<file path="src/rtl/dacw_pkg.sv">
package dacw_pkg;
  typedef enum logic [1:0] {
    WR_IDLE  = 2'd0,
    WR_SHIFT = 2'd1,
    WR_HOLD  = 2'd2,
    WR_LOAD  = 2'd3
  } wr_state_e;
endpackage

</file>
<file path="src/rtl/dacw_half_timer.sv">
module dacw_half_timer #(
  parameter int HALF_DIV = 10
) (
  input  logic clk,
  input  logic rst_n,
  input  logic run,
  output logic tick
);
  localparam int CW = (HALF_DIV > 1) ? $clog2(HALF_DIV) : 1;
  localparam logic [CW-1:0] LAST = CW'(HALF_DIV - 1);

  logic [CW-1:0] cnt_q, cnt_d;
  logic          cnt_en;

  // Counter advances only while a frame is shifting; otherwise it is parked at zero.
  always_comb begin
    cnt_en = run || (cnt_q != '0);
    cnt_d  = cnt_q;
    if (!run)              cnt_d = '0;
    else if (cnt_q == LAST) cnt_d = '0;
    else                   cnt_d = cnt_q + 1'b1;
  end

  always_ff @(posedge clk or negedge rst_n) begin
    if (!rst_n)      cnt_q <= '0;
    else if (cnt_en) cnt_q <= cnt_d;
  end

  assign tick = run && (cnt_q == LAST);

  assert_cnt_range_R3: assert property (@(posedge clk) disable iff (!rst_n)
    cnt_q <= LAST);
endmodule

</file>
<file path="src/rtl/dacw_frame_shifter.sv">
module dacw_frame_shifter #(
  parameter int DATA_W  = 12,
  parameter int FRAME_W = 16
) (
  input  logic              clk,
  input  logic              rst_n,
  input  logic              load,
  input  logic              shift,
  input  logic [DATA_W-1:0] din,
  output logic              msb
);
  logic [FRAME_W-1:0] sr_q, sr_d;
  logic               sr_en;

  // Zero-extension pads the upper frame bits; data leaves from the top.
  always_comb begin
    sr_en = load || shift;
    sr_d  = sr_q;
    if (load)       sr_d = FRAME_W'(din);
    else if (shift) sr_d = {sr_q[FRAME_W-2:0], 1'b0};
  end

  always_ff @(posedge clk or negedge rst_n) begin
    if (!rst_n)     sr_q <= '0;
    else if (sr_en) sr_q <= sr_d;
  end

  assign msb = sr_q[FRAME_W-1];

  assert_no_load_shift_R1: assert property (@(posedge clk) disable iff (!rst_n)
    !(load && shift));
endmodule

</file>
<file path="src/rtl/dacw_sequencer.sv">
module dacw_sequencer
  import dacw_pkg::*;
#(
  parameter int FRAME_W  = 16,
  parameter int LOAD_CYC = 2
) (
  input  logic clk,
  input  logic rst_n,
  input  logic req_valid,
  input  logic req_auto,
  input  logic tick,
  output logic req_ready,
  output logic run,
  output logic load,
  output logic shift,
  output logic sclk,
  output logic sync_n,
  output logic load_n
);
  localparam int BW = $clog2(FRAME_W + 1);
  localparam int LW = (LOAD_CYC > 1) ? $clog2(LOAD_CYC) : 1;
  localparam logic [BW-1:0] LAST_BIT = BW'(FRAME_W);
  localparam logic [LW-1:0] LD_LAST  = LW'(LOAD_CYC - 1);

  wr_state_e     st_q, st_d;
  logic          sclk_q, sclk_d;
  logic [BW-1:0] bit_q, bit_d;
  logic          auto_q, auto_d;
  logic [LW-1:0] ld_q, ld_d;

  always_comb begin
    st_d   = st_q;
    sclk_d = sclk_q;
    bit_d  = bit_q;
    auto_d = auto_q;
    ld_d   = ld_q;
    load   = 1'b0;
    shift  = 1'b0;
    unique case (st_q)
      WR_IDLE: begin
        if (req_valid) begin
          load   = 1'b1;
          st_d   = WR_SHIFT;
          auto_d = req_auto;
          bit_d  = '0;
          sclk_d = 1'b1;
        end
      end
      WR_SHIFT: begin
        if (tick) begin
          sclk_d = ~sclk_q;
          if (sclk_q) begin
            bit_d = bit_q + 1'b1;
          end else if (bit_q == LAST_BIT) begin
            st_d = WR_HOLD;
          end else begin
            shift = 1'b1;
          end
        end
      end
      WR_HOLD: begin
        ld_d = '0;
        st_d = auto_q ? WR_IDLE : WR_LOAD;
      end
      WR_LOAD: begin
        ld_d = ld_q + 1'b1;
        if (ld_q == LD_LAST) st_d = WR_IDLE;
      end
      default: st_d = WR_IDLE;
    endcase
  end

  always_ff @(posedge clk or negedge rst_n) begin
    if (!rst_n) begin
      st_q   <= WR_IDLE;
      sclk_q <= 1'b1;
      bit_q  <= '0;
      auto_q <= 1'b0;
      ld_q   <= '0;
    end else begin
      st_q   <= st_d;
      sclk_q <= sclk_d;
      bit_q  <= bit_d;
      auto_q <= auto_d;
      ld_q   <= ld_d;
    end
  end

  assign req_ready = (st_q == WR_IDLE);
  assign run       = (st_q == WR_SHIFT);
  assign sclk      = sclk_q;
  assign sync_n    = !((st_q == WR_SHIFT) || (st_q == WR_HOLD));
  assign load_n    = (st_q != WR_LOAD);

  assert_sync_fall_sclk_high_R2: assert property (@(posedge clk) disable iff (!rst_n)
    $fell(sync_n) |-> sclk);
  assert_sclk_idle_R5: assert property (@(posedge clk) disable iff (!rst_n)
    sync_n |-> sclk);
  assert_strobe_excl_R6: assert property (@(posedge clk) disable iff (!rst_n)
    !load_n |-> sync_n);
  assert_auto_no_strobe_R7: assert property (@(posedge clk) disable iff (!rst_n)
    (st_q == WR_HOLD && auto_q) |=> load_n);
  assert_ready_drop_R8: assert property (@(posedge clk) disable iff (!rst_n)
    (req_valid && req_ready) |=> !req_ready);
endmodule

</file>
<file path="src/rtl/dac_serial_writer.sv">
module dac_serial_writer #(
  parameter int SAMPLE_W = 12,
  parameter int FRAME_W  = 16,
  parameter int HALF_DIV = 10,
  parameter int LOAD_CYC = 2
) (
  input  logic                clk,
  input  logic                rst_n,
  input  logic                s_valid,
  output logic                s_ready,
  input  logic [SAMPLE_W-1:0] s_sample,
  input  logic                auto_load,
  output logic                dac_sclk,
  output logic                dac_sync_n,
  output logic                dac_sdata,
  output logic                dac_load_n
);
  logic [1:0] rst_pipe_q;
  logic       rst_int_n;
  logic       tick, run, load, shift;

  // Asynchronous assertion, synchronous release.
  always_ff @(posedge clk or negedge rst_n) begin
    if (!rst_n) rst_pipe_q <= 2'b00;
    else        rst_pipe_q <= {rst_pipe_q[0], 1'b1};
  end
  assign rst_int_n = rst_pipe_q[1];

  dacw_half_timer #(.HALF_DIV(HALF_DIV)) u_timer (
    .clk(clk), .rst_n(rst_int_n), .run(run), .tick(tick)
  );

  dacw_frame_shifter #(.DATA_W(SAMPLE_W), .FRAME_W(FRAME_W)) u_shift (
    .clk(clk), .rst_n(rst_int_n), .load(load), .shift(shift),
    .din(s_sample), .msb(dac_sdata)
  );

  dacw_sequencer #(.FRAME_W(FRAME_W), .LOAD_CYC(LOAD_CYC)) u_seq (
    .clk(clk), .rst_n(rst_int_n), .req_valid(s_valid), .req_auto(auto_load),
    .tick(tick), .req_ready(s_ready), .run(run), .load(load), .shift(shift),
    .sclk(dac_sclk), .sync_n(dac_sync_n), .load_n(dac_load_n)
  );

  assert_sdata_stable_at_fall_R4: assert property (@(posedge clk) disable iff (!rst_int_n)
    $fell(dac_sclk) |-> $stable(dac_sdata));
endmodule

</file>
<file path="config.mk">
export PLATFORM = sky130hd
export DESIGN_NAME = dac_serial_writer
export DESIGN_NICKNAME = d
export VERILOG_FILES = /design/src/rtl/dacw_pkg.sv /design/src/rtl/dacw_half_timer.sv /design/src/rtl/dacw_frame_shifter.sv /design/src/rtl/dacw_sequencer.sv /design/src/rtl/dac_serial_writer.sv
export SDC_FILE = /design/constraint.sdc
export NUM_CORES = 1
export LEC_CHECK = 0
export BUFFER_PORTS_ARGS = -buffer_cell sky130_fd_sc_hd__buf_2
export CORE_ASPECT_RATIO = 0.75
export CORE_MARGIN = 2
export CORE_UTILIZATION = 40
export DETAILED_ROUTE_END_ITERATION = 16
export SETUP_SLACK_MARGIN = 0.4
export SKIP_CTS_REPAIR_TIMING = 1
export SYNTH_ARGS = -nofsm -noshare
export SYNTH_HDL_FRONTEND = slang
export SYNTH_SLANG_ARGS = --single-unit
</file>
<file path="constraint.sdc">
create_clock -name clk -period 0.9 [get_ports clk]
set_input_delay 0.09 -clock clk [delete_from_list [all_inputs] [get_ports clk]]
set_output_delay 0.09 -clock clk [all_outputs]
set_load 0.1 [all_outputs]
</file>
==> results of run 1 <==
==> through the flow <==
stage          instance area [um2]  worst slack [ps]
6_report                      2740              -782
5_1_grt                       2740              -846
4_1_cts                       2370              -754
3_5_place_dp                  2290              -751
3_3_place_gp                  2290              -695
2_1_floorplan                 1800              -798
==> layout by cell type, fill, tap and decap left out, drive strengths merged, types with 2 or more instances in the layout <==
cell	Yosys	final
or3	2	2
ha	10	10
o21ai	7	7
mux2i	17	17
nand4	3	3
buf	4	64
o31ai	2	2
nand3	2	2
nand3b	2	2
nor2	20	20
clkbuf	3	8
dfrtp	31	31
nand2	11	11
o311ai	2	2
inv	12	10
nand2b	2	2
a31oi	3	3
a21oi	16	16
nor3b	2	2
clkinvlp	0	2
==> per-layer routing <==
layer,part of all wire (%),GRT usage (%),vias up
li1,-,-,711
met1,48,21.6,683
met2,47,27.1,27
met3,3.5,4.83,8
met4,1.5,5.17,0
met5,0,0,-
==> sequential cells by signal (all words and copies together) (netlist names) <==
register and cells:
u_seq.bit_q 5, u_seq.sclk 1, u_shift.sr_q 16, u_seq.ld_q 1
u_timer.cnt_q 4, u_seq.st_q 2, u_seq.auto_q 1, rst_pipe_q 2
==> critical path, stage by stage, from the launching register on <==
cell and delay (ps):
dfrtp_1 400, inv_2 90, ha_4 160, nand3b_4 110, nor4b_4 290, buf_12 210, mux2i_1 220, a21oi_1 90
==> kinds of logic (layout without fill, tap and decap cells) <==
kind of cell / Yosys count / after routing / share of synthesized area (%)
adder cells (fa/ha/maj): 10 / 10 / 7.40
other: 1 / 1 / 0.222
flip-flops: 32 / 32 / 47.4
buffers and inverters: 19 / 86 / 5.03
XOR/XNOR: 1 / 1 / 0.518
AO/OA/AOI/OAI: 35 / 35 / 12.8
multiplexers: 18 / 18 / 10.7
AND/OR/NAND/NOR: 50 / 50 / 15.8
==> area by class of cell <==
class | count | area (um2) | area share (%)
repair buffers | 66 | 658 | 24.0
flip-flops and latches | 32 | 816 | 29.8
clock inverters | 1 | 5.00 | 0.183
clock buffers | 7 | 76.3 | 2.79
well taps | 55 | 68.8 | 2.51
multi-input cells | 115 | 1060 | 38.7
inverters | 12 | 55.1 | 2.01
==> report_power, final <==
group	internal, mW	leakage, nW	switching (mW)
Clock	0.542	0.0422	0.500
Sequential	2.00	0.384	0.388
Combinational	3.15	0.765	3.23
==> how the worst max path moves through the flow <==
stage | startpoint | slack [ps] | cells past startpoint | endpoint
after floorplan | u_seq.st_q[1] | -800 | 6 | u_seq.bit_q[4]
after global placement | u_seq.st_q[1] | -690 | 7 | u_shift.sr_q[9]
after detailed placement | u_timer.cnt_q[1] | -750 | 7 | u_shift.sr_q[7]
after CTS | u_timer.cnt_q[1] | -750 | 7 | u_shift.sr_q[7]
after global routing | u_seq.st_q[1] | -850 | 7 | u_shift.sr_q[7]
final | u_timer.cnt_q[1] | -780 | 7 | u_shift.sr_q[7]
==> flow_summary_export.csv, run 1 <==
group,metric,value,unit
worst_setup_path,critPathCaptureType,"flip-flop",
route,drtIter0Drc,43,
route,firstDrtPassIters,4,
clock_network,cts_made_buffers,5,
die,dieWidth,79.1,um
timing,finalMaxSlewViolations,0,
power,ir_drop,2.56,mV
layout,utilization,67.5,%
global_routing,grt_pass1_wl,6040,um
layout,num-fill-cells,324,
clock_network,cts_tree,"built",
die,die-area,4770,um2
worst_setup_path,worstSetupPathType,"reg -> reg",
die,io_pins,21,
synthesis,ys.flop_type,"dfrtp_1",
timing,fin_ws,-782,ps
layout,final-instance-count-excl-fill,288,
worst_setup_path,r2r_start,"u_timer.cnt_q[1]",
clock_network,cts_sinks,32,
timing,fmax,595,MHz
synthesis,ys_ff_latch,32,
synthesis,yosys-top-cells-area,"dfrtp_1 46%, mux2i_1 10%, ha_1 7.4%",
power,totalPowerFinal,9.81,mW
run,cap_viol_max_count,0,
route,post_drt_wl_per_cell,14.0,um
layout,drive_gt1_share,52.4,%
synthesis,syn_nets,192,
timing,finalCritPeriodShare,187,%
synthesis,synth_area,1690,um2
synthesis,synthArstFlopShare,100,%
synthesis,postSynthAreaPerCell,10.2,um2
layout,final_nets,258,
worst_setup_path,cp.arrival,1840,ps
timing,skew,6.61,ps
run_status,violations,"setup timing",
placed_design,place_inst,268,
worst_hold_path,hold_depth,3,
clock_network,htree_levels,2,
timing,hold_viol,0,
clock_network,clk_pin_slew,70,ps
synthesis,synth_top_area_share,45.9,%
route,routed_wl,4030,um
worst_hold_path,min-delay-path-class,"in -> reg",
synthesis,syn_inst,166,
layout,syn2layout_area_growth,62.0,%
timing,holdWs,28.6,ps
die,die_h,60.3,um
worst_setup_path,worstSetupStartpointType,"flip-flop",
timing,timing.setup.tns,-20890,ps
timing,rsz0062_at_grt,"true",
die,fp-row-count,20,
worst_setup_path,critical_path_required,1060,ps
timing,final-setup-viol-count,35,
synthesis,synth_top_cell_by_area,"dfrtp_1",
placed_design,portBuffers,20,
route,drc,0,
global_routing,antenna_found_initial,0,
route,drtAntennaViolNets,0,
clock_network,cts_root_buf,"clkbuf_8",
worst_setup_path,reg2reg_slack,-780,ps
layout,antenna_cells,0,
die,start_util,41.7,%
worst_setup_path,path_max_fanout,16,
clock_network,clk_latency,270,ps
global_routing,grtUsageTotal,16.6,%
global_routing,overflow,0,
synthesis,synth_edf_count,0,
placed_design,dp_hpwl,2670,um
global_routing,grt_max_degree,31,
synthesis,synth_most_common_cell,"dfrtp_1",
placed_design,place_congestion,0.781,
synthesis,netlist_top_cells_count,"31 x dfrtp_1, 20 x nor2_1, 17 x mux2i_1",
power,p_per_area,3580,nW/um2
worst_hold_path,hold_start,"s_sample[0]",
worst_setup_path,worst_r2r_endpoint,"u_shift.sr_q[7]",
worst_hold_path,hold_end,"u_shift.sr_q[0]",
synthesis,synth_warnings,0,
synthesis,synth_cell_types,37,
synthesis,synth-seq-area-share,47.4,%
run_status,status,"complete, but fails checks",
die,core_area,4050,um2
route,post_drt_via_cell_ratio,4.96,
route,vias,1429,
worst_setup_path,worstRegToRegCells,7,
clock_network,clockBufferDepth,2,
power,p_leak,1.19,nW
timing,min_period,1680,ps
global_routing,grt_pass1_vias,1344,
(Power assumes the default switching activity.)
==> run 2, diff against run 1 <==
--- a/config.mk
+++ b/config.mk
@@ -9,6 +9,7 @@
 export CORE_ASPECT_RATIO = 0.75
 export CORE_MARGIN = 2
 export CORE_UTILIZATION = 40
+export CTS_BUF_LIST = sky130_fd_sc_hd__clkbuf_8
 export DETAILED_ROUTE_END_ITERATION = 16
 export SETUP_SLACK_MARGIN = 0.4
 export SKIP_CTS_REPAIR_TIMING = 1
==> run 2 against run 1 <==
Compared with the run above:
- the run still ends with setup timing left
- total power decreased by 0.73%
- critical path depth did not move
- register-to-register slack about the same
- die area is the same
- utilization is 0.28 points lower
- critical path type unchanged
==> flow_summary_export.csv, run 2 (synthesized netlist as in run 1, its figures left out) <==
group,metric,value,unit
run_status,status,"complete, but fails checks",
run_status,violations,"setup timing",
global_routing,grt-busiest-layer,"met2",
layout,syn2layout_area_growth,61.3,%
worst_setup_path,worstSetupPathType,"reg -> reg",
layout,antenna_cells,0,
global_routing,grt_pass1_wl,6060,um
route,firstDrtPassIters,4,
layout,top_register,"u_shift.sr_q",
timing,skew,7.41,ps
worst_setup_path,path_depth,7,
die,start_util,41.7,%
worst_hold_path,hold_start,"s_sample[0]",
layout,layout_common_cells,"27 x buf_4, 27 x dfrtp_1, 18 x nor2_1",
route,post_drt_wl_per_cell,13.9,um
power,ir_drop,2.56,mV
global_routing,antenna_found_initial,0,
worst_hold_path,min-delay-path-class,"in -> reg",
route,drtAntennaViolNets,0,
die,core_area,4050,um2
worst_setup_path,cp_cell_sequence,"inv_2 -> ha_4 -> nand3b_4 -> nor4b_4 -> buf_12 -> mux2i_1 -> a21oi_1",
global_routing,use_met2,27.2,%
placed_design,place_congestion,0.781,
global_routing,met1_usage,21.6,%
clock_network,cts_root_buf,"clkbuf_8",
run,cap_viol_max_count,0,
clock_network,clk_latency,270,ps
timing,rsz0062_at_grt,"true",
timing,finalMaxSlewViolations,0,
die,die_h,60.3,um
placed_design,portBuffers,20,
timing,min_period,1670,ps
layout,drive_gt1_share,52.4,%
timing,final-setup-viol-count,35,
worst_setup_path,critPathLaunch,"u_timer.cnt_q[1]",
die,die-area,4770,um2
worst_setup_path,cp.arrival,1830,ps
route,routed_wl,4020,um
global_routing,met3_usage,4.83,%
clock_network,cts_made_buffers,5,
route,drtIter0Drc,47,
timing,finalCritPeriodShare,186,%
clock_network,clockBufferDepth,2,
global_routing,grt_max_degree,31,
clock_network,htree_levels,2,
timing,holdWs,27.4,ps
power,p_leak,1.20,nW
worst_setup_path,worstRegToRegCells,7,
worst_setup_path,r2r_start,"u_timer.cnt_q[1]",
layout,largest_reg_flops,16,
route,post_drt_via_cell_ratio,5.06,
layout,num-fill-cells,326,
worst_setup_path,crit_buf_inv,2,
die,fp-row-count,20,
worst_setup_path,critPathCaptureType,"flip-flop",
worst_setup_path,critical_path_required,1060,ps
power,p_per_area,3570,nW/um2
timing,hold_viol,0,
placed_design,post-place-ws,-751,ps
global_routing,grtUsageTotal,16.7,%
timing,fmax,597,MHz
clock_network,cts_sinks,32,
layout,reg_top3,"u_shift.sr_q: 16 flops, u_seq.bit_q: 5 flops, u_timer.cnt_q: 4 flops",
layout,final_nets,258,
timing,timing.setup.tns,-20770,ps
timing,fin_ws,-774,ps
clock_network,clk_pin_slew,70,ps
global_routing,overflow,0,
route,drc,0,
worst_hold_path,hold_depth,3,
worst_setup_path,crit_family,"flip-flops",
placed_design,dp_hpwl,2670,um
worst_setup_path,critical_path.slowest_cell,"dfrtp_1",
route,vias,1457,
clock_network,cts_tree,"built",
worst_setup_path,path_max_fanout,16,
worst_setup_path,max_stage_delay,400,ps
global_routing,grt_pass1_vias,1348,
die,io_pins,21,
worst_setup_path,worstSetupStartpointType,"flip-flop",
die,dieWidth,79.1,um
==> run 2: changes by cell type in the layout (fill, tap and decap cells not counted) <==
cell,delta
buf_4,+3
buf_6,-3
clkbuf_1,-2
inv_1,+2
==> run 2: where the power goes <==
group	leakage, nW	total, mW	switching (mW)	internal (mW)
sequential	0.384	2.38	0.382	2.00
combinational	0.762	6.33	3.23	3.11
clock	0.0505	1.02	0.505	0.519
total	1.20	9.74	4.11	5.62
==> run 2: worst min-delay path: stages <==
cell and delay [ps]:
buf_2 80, nand2_1 40, o21ai_1 60
==> run 2: cell type report <==
class	instances	area [um2]	share of cell area (%)
clock buffers	5	68.8	2.52
clock inverters	3	12.5	0.459
inverters	12	55.1	2.02
multi-input cells	115	1060	38.8
flip-flops and latches	32	816	29.9
well taps	55	68.8	2.52
repair buffers	66	647	23.7
==> run 2: worst paths after layout <==
check	endpoint	slack, ps
setup / recovery	u_shift.sr_q[7]	-770
hold / removal	u_shift.sr_q[0]	30
setup reg to reg	u_shift.sr_q[7]	-770
min in group asynchronous	rst_pipe_q[0]	130
hold reg to reg	u_seq.st_q[0]	240
max in group asynchronous	u_seq.sclk	450
==> run 2: routing by layer <==
metal  up-vias  share of wire (%)
met5         -                  0
met3         6                3.7
met1       708                 48
met4         0                1.1
met2        32                 47
li1        711                  -
==> run 2: stage by stage <==
stage	util, %	power (mW)	cells	area, um2
6_report	67.3	9.74	288	2730
2_1_floorplan	-	5.35	166	1800
4_1_cts	58.5	8.43	276	2370
5_1_grt	67.3	10.3	288	2730
3_5_place_dp	56.5	7.39	268	2290
3_3_place_gp	56.5	7.21	268	2290
==> run 3, diff against run 2 <==
==> constraint.sdc (replaced) <==
create_clock -name clk -period 0.9 [get_ports clk]
set_input_delay 0.18 -clock clk [delete_from_list [all_inputs] [get_ports clk]]
set_output_delay 0.18 -clock clk [all_outputs]
set_load 0.1 [all_outputs]
==> run 3 against run 2 <==
Compared with the run above:
- the run still ends with setup timing left
- non-clock buffer count grew 5
- via count grew 1.3%
- clock skew shrank 3.4 ps
- maximum frequency grew 0.31%
- utilization grew 0.68 points
- total power grew 1.8%
- final cell count grew 1.7%
- design area grew 1.0%
- combinational power grew 3%
- flip-flop and latch count is the same
- largest power group unchanged
==> flow_summary_export.csv, run 3 (synthesized netlist as in run 1, its figures left out) <==
group,metric,value,unit
run_status,status,"complete, but fails checks",
run_status,violations,"setup timing",
die,io_pins,21,
run,cap_viol_max_count,0,
die,fp-row-count,20,
worst_setup_path,worst_r2r_endpoint,"u_shift.sr_q[7]",
layout,drive_gt1_share,52.1,%
worst_setup_path,critPathCaptureType,"flip-flop",
layout,final_nets,263,
layout,utilization,67.9,%
layout,syn2layout_area_growth,62.9,%
route,vias,1476,
timing,hold_viol,0,
die,start_util,41.7,%
global_routing,grt_max_degree,31,
placed_design,dp_hpwl,2700,um
clock_network,clk_latency,290,ps
clock_network,cts_root_buf,"clkbuf_8",
placed_design,place_inst,267,
timing,rsz0062_at_grt,"true",
timing,finalMaxSlewViolations,0,
placed_design,place_congestion,0.797,
route,drtAntennaViolNets,0,
global_routing,overflow,0,
clock_network,cts_tree,"built",
die,dieWidth,79.1,um
worst_setup_path,critical_path_required,1070,ps
layout,top_register,"u_shift.sr_q",
route,routed_wl,4410,um
worst_setup_path,worstSetupPathType,"reg -> reg",
worst_setup_path,reg2reg_slack,-770,ps
die,core_area,4050,um2
worst_setup_path,worstSetupStartpointType,"flip-flop",
power,p_per_area,3600,nW/um2
route,post_drt_via_cell_ratio,5.04,
layout,final_common_cell,"buf_4",
worst_hold_path,hold_end,"u_seq.auto_q",
clock_network,clockBufferDepth,2,
worst_hold_path,hold_start,"auto_load",
global_routing,antenna_found_initial,0,
layout,multi_input_area,1030,um2
layout,num-fill-cells,302,
timing,min_period,1670,ps
power,ir_drop,2.48,mV
timing,finalCritPeriodShare,185,%
clock_network,clk_pin_slew,60,ps
layout,final-instance-count-excl-fill,293,
global_routing,grt_pass1_vias,1332,
worst_hold_path,min-delay-path-class,"in -> reg",
timing,final-setup-viol-count,35,
route,drtIter0Drc,50,
power,totalPowerFinal,9.91,mW
global_routing,grt_pass1_wl,6000,um
timing,fmax,599,MHz
layout,reg_top3,"u_shift.sr_q: 16 flops, u_seq.bit_q: 5 flops, u_timer.cnt_q: 4 flops",
clock_network,htree_levels,2,
die,die_h,60.3,um
clock_network,cts_made_buffers,5,
layout,layout_common_cells,"31 x buf_4, 27 x dfrtp_1, 20 x nor2_1",
die,die-area,4770,um2
timing,slew-limit-headroom,65.9,%
power,p_leak,1.22,nW
worst_setup_path,path_max_fanout,8,
timing,skew,3.96,ps
worst_hold_path,hold_depth,3,
layout,antenna_cells,0,
timing,fin_ws,-769,ps
route,drc,0,
layout,largest_reg_flops,16,
route,post_drt_wl_per_cell,15.0,um
worst_setup_path,worstRegToRegCells,8,
global_routing,grtUsageTotal,16.9,%
worst_setup_path,r2r_start,"u_seq.st_q[1]",
layout,seq_area,816,um2
worst_setup_path,cp.arrival,1830,ps
clock_network,cts_sinks,32,
timing,worst_pin_slew,509,ps
route,firstDrtPassIters,4,
placed_design,portBuffers,20,
## run 3: where the power goes
group / switching [mW] / leakage [nW] / total (mW) / internal, mW
combinational: 3.32 / 0.787 / 6.49 / 3.17
sequential: 0.372 / 0.384 / 2.37 / 2.00
clock: 0.526 / 0.0505 / 1.05 / 0.519
total: 4.22 / 1.22 / 9.91 / 5.69
## run 3: per-layer routing
metal	part of all wire (%)	routed length (um)	track usage, %	vias to the layer above
met3	3.4	152	4.68	9
li1	-	-	-	724
met1	45	2000	22.5	715
met5	0	0	0	-
met4	2.2	95	9.11	0
met2	49	2160	25.3	28
## run 3: area by class of cell
class	instances	share of cell area, %
Inverter	12	2.00
Multi-Input combinational cell	115	37.6
Clock buffer	5	2.50
Sequential cell	32	29.6
Tap cell	55	2.50
Timing Repair Buffer	71	25.4
Clock inverter	3	0.454
## run 3: through the flow
step	TNS, ps	hold WS [ps]	instance area [um2]	worst slack (ps)
6_report	-21850	100	2750	-769
5_1_grt	-24000	99.8	2750	-834
4_1_cts	-22260	-346	2360	-774
3_5_place_dp	-20230	-34.3	2280	-761
3_3_place_gp	-18700	-36.3	2280	-696
2_1_floorplan	-19410	-116	1800	-798
## run 3: critical path: stages, from the launching register on
cell and delay, ps:
dfrtp_1 390, inv_2 100, ha_4 180, inv_4 40, nor4b_4 230, buf_4 170, clkbuf_16 160, mux2i_1 170
a21oi_1 90
## run 3: worst max path at each step
stage | from | endpoint | slack (ps) | cells past startpoint
global route | u_timer.cnt_q[1] | u_shift.sr_q[13] | -830 | 8
floorplan | u_seq.st_q[1] | u_seq.bit_q[4] | -800 | 6
finish | u_seq.st_q[1] | u_shift.sr_q[7] | -770 | 8
detailed placement | u_seq.bit_q[0] | u_seq.st_q[1] | -760 | 6
CTS | u_seq.bit_q[0] | u_seq.st_q[1] | -770 | 6
global placement | u_seq.st_q[1] | u_seq.bit_q[3] | -700 | 6
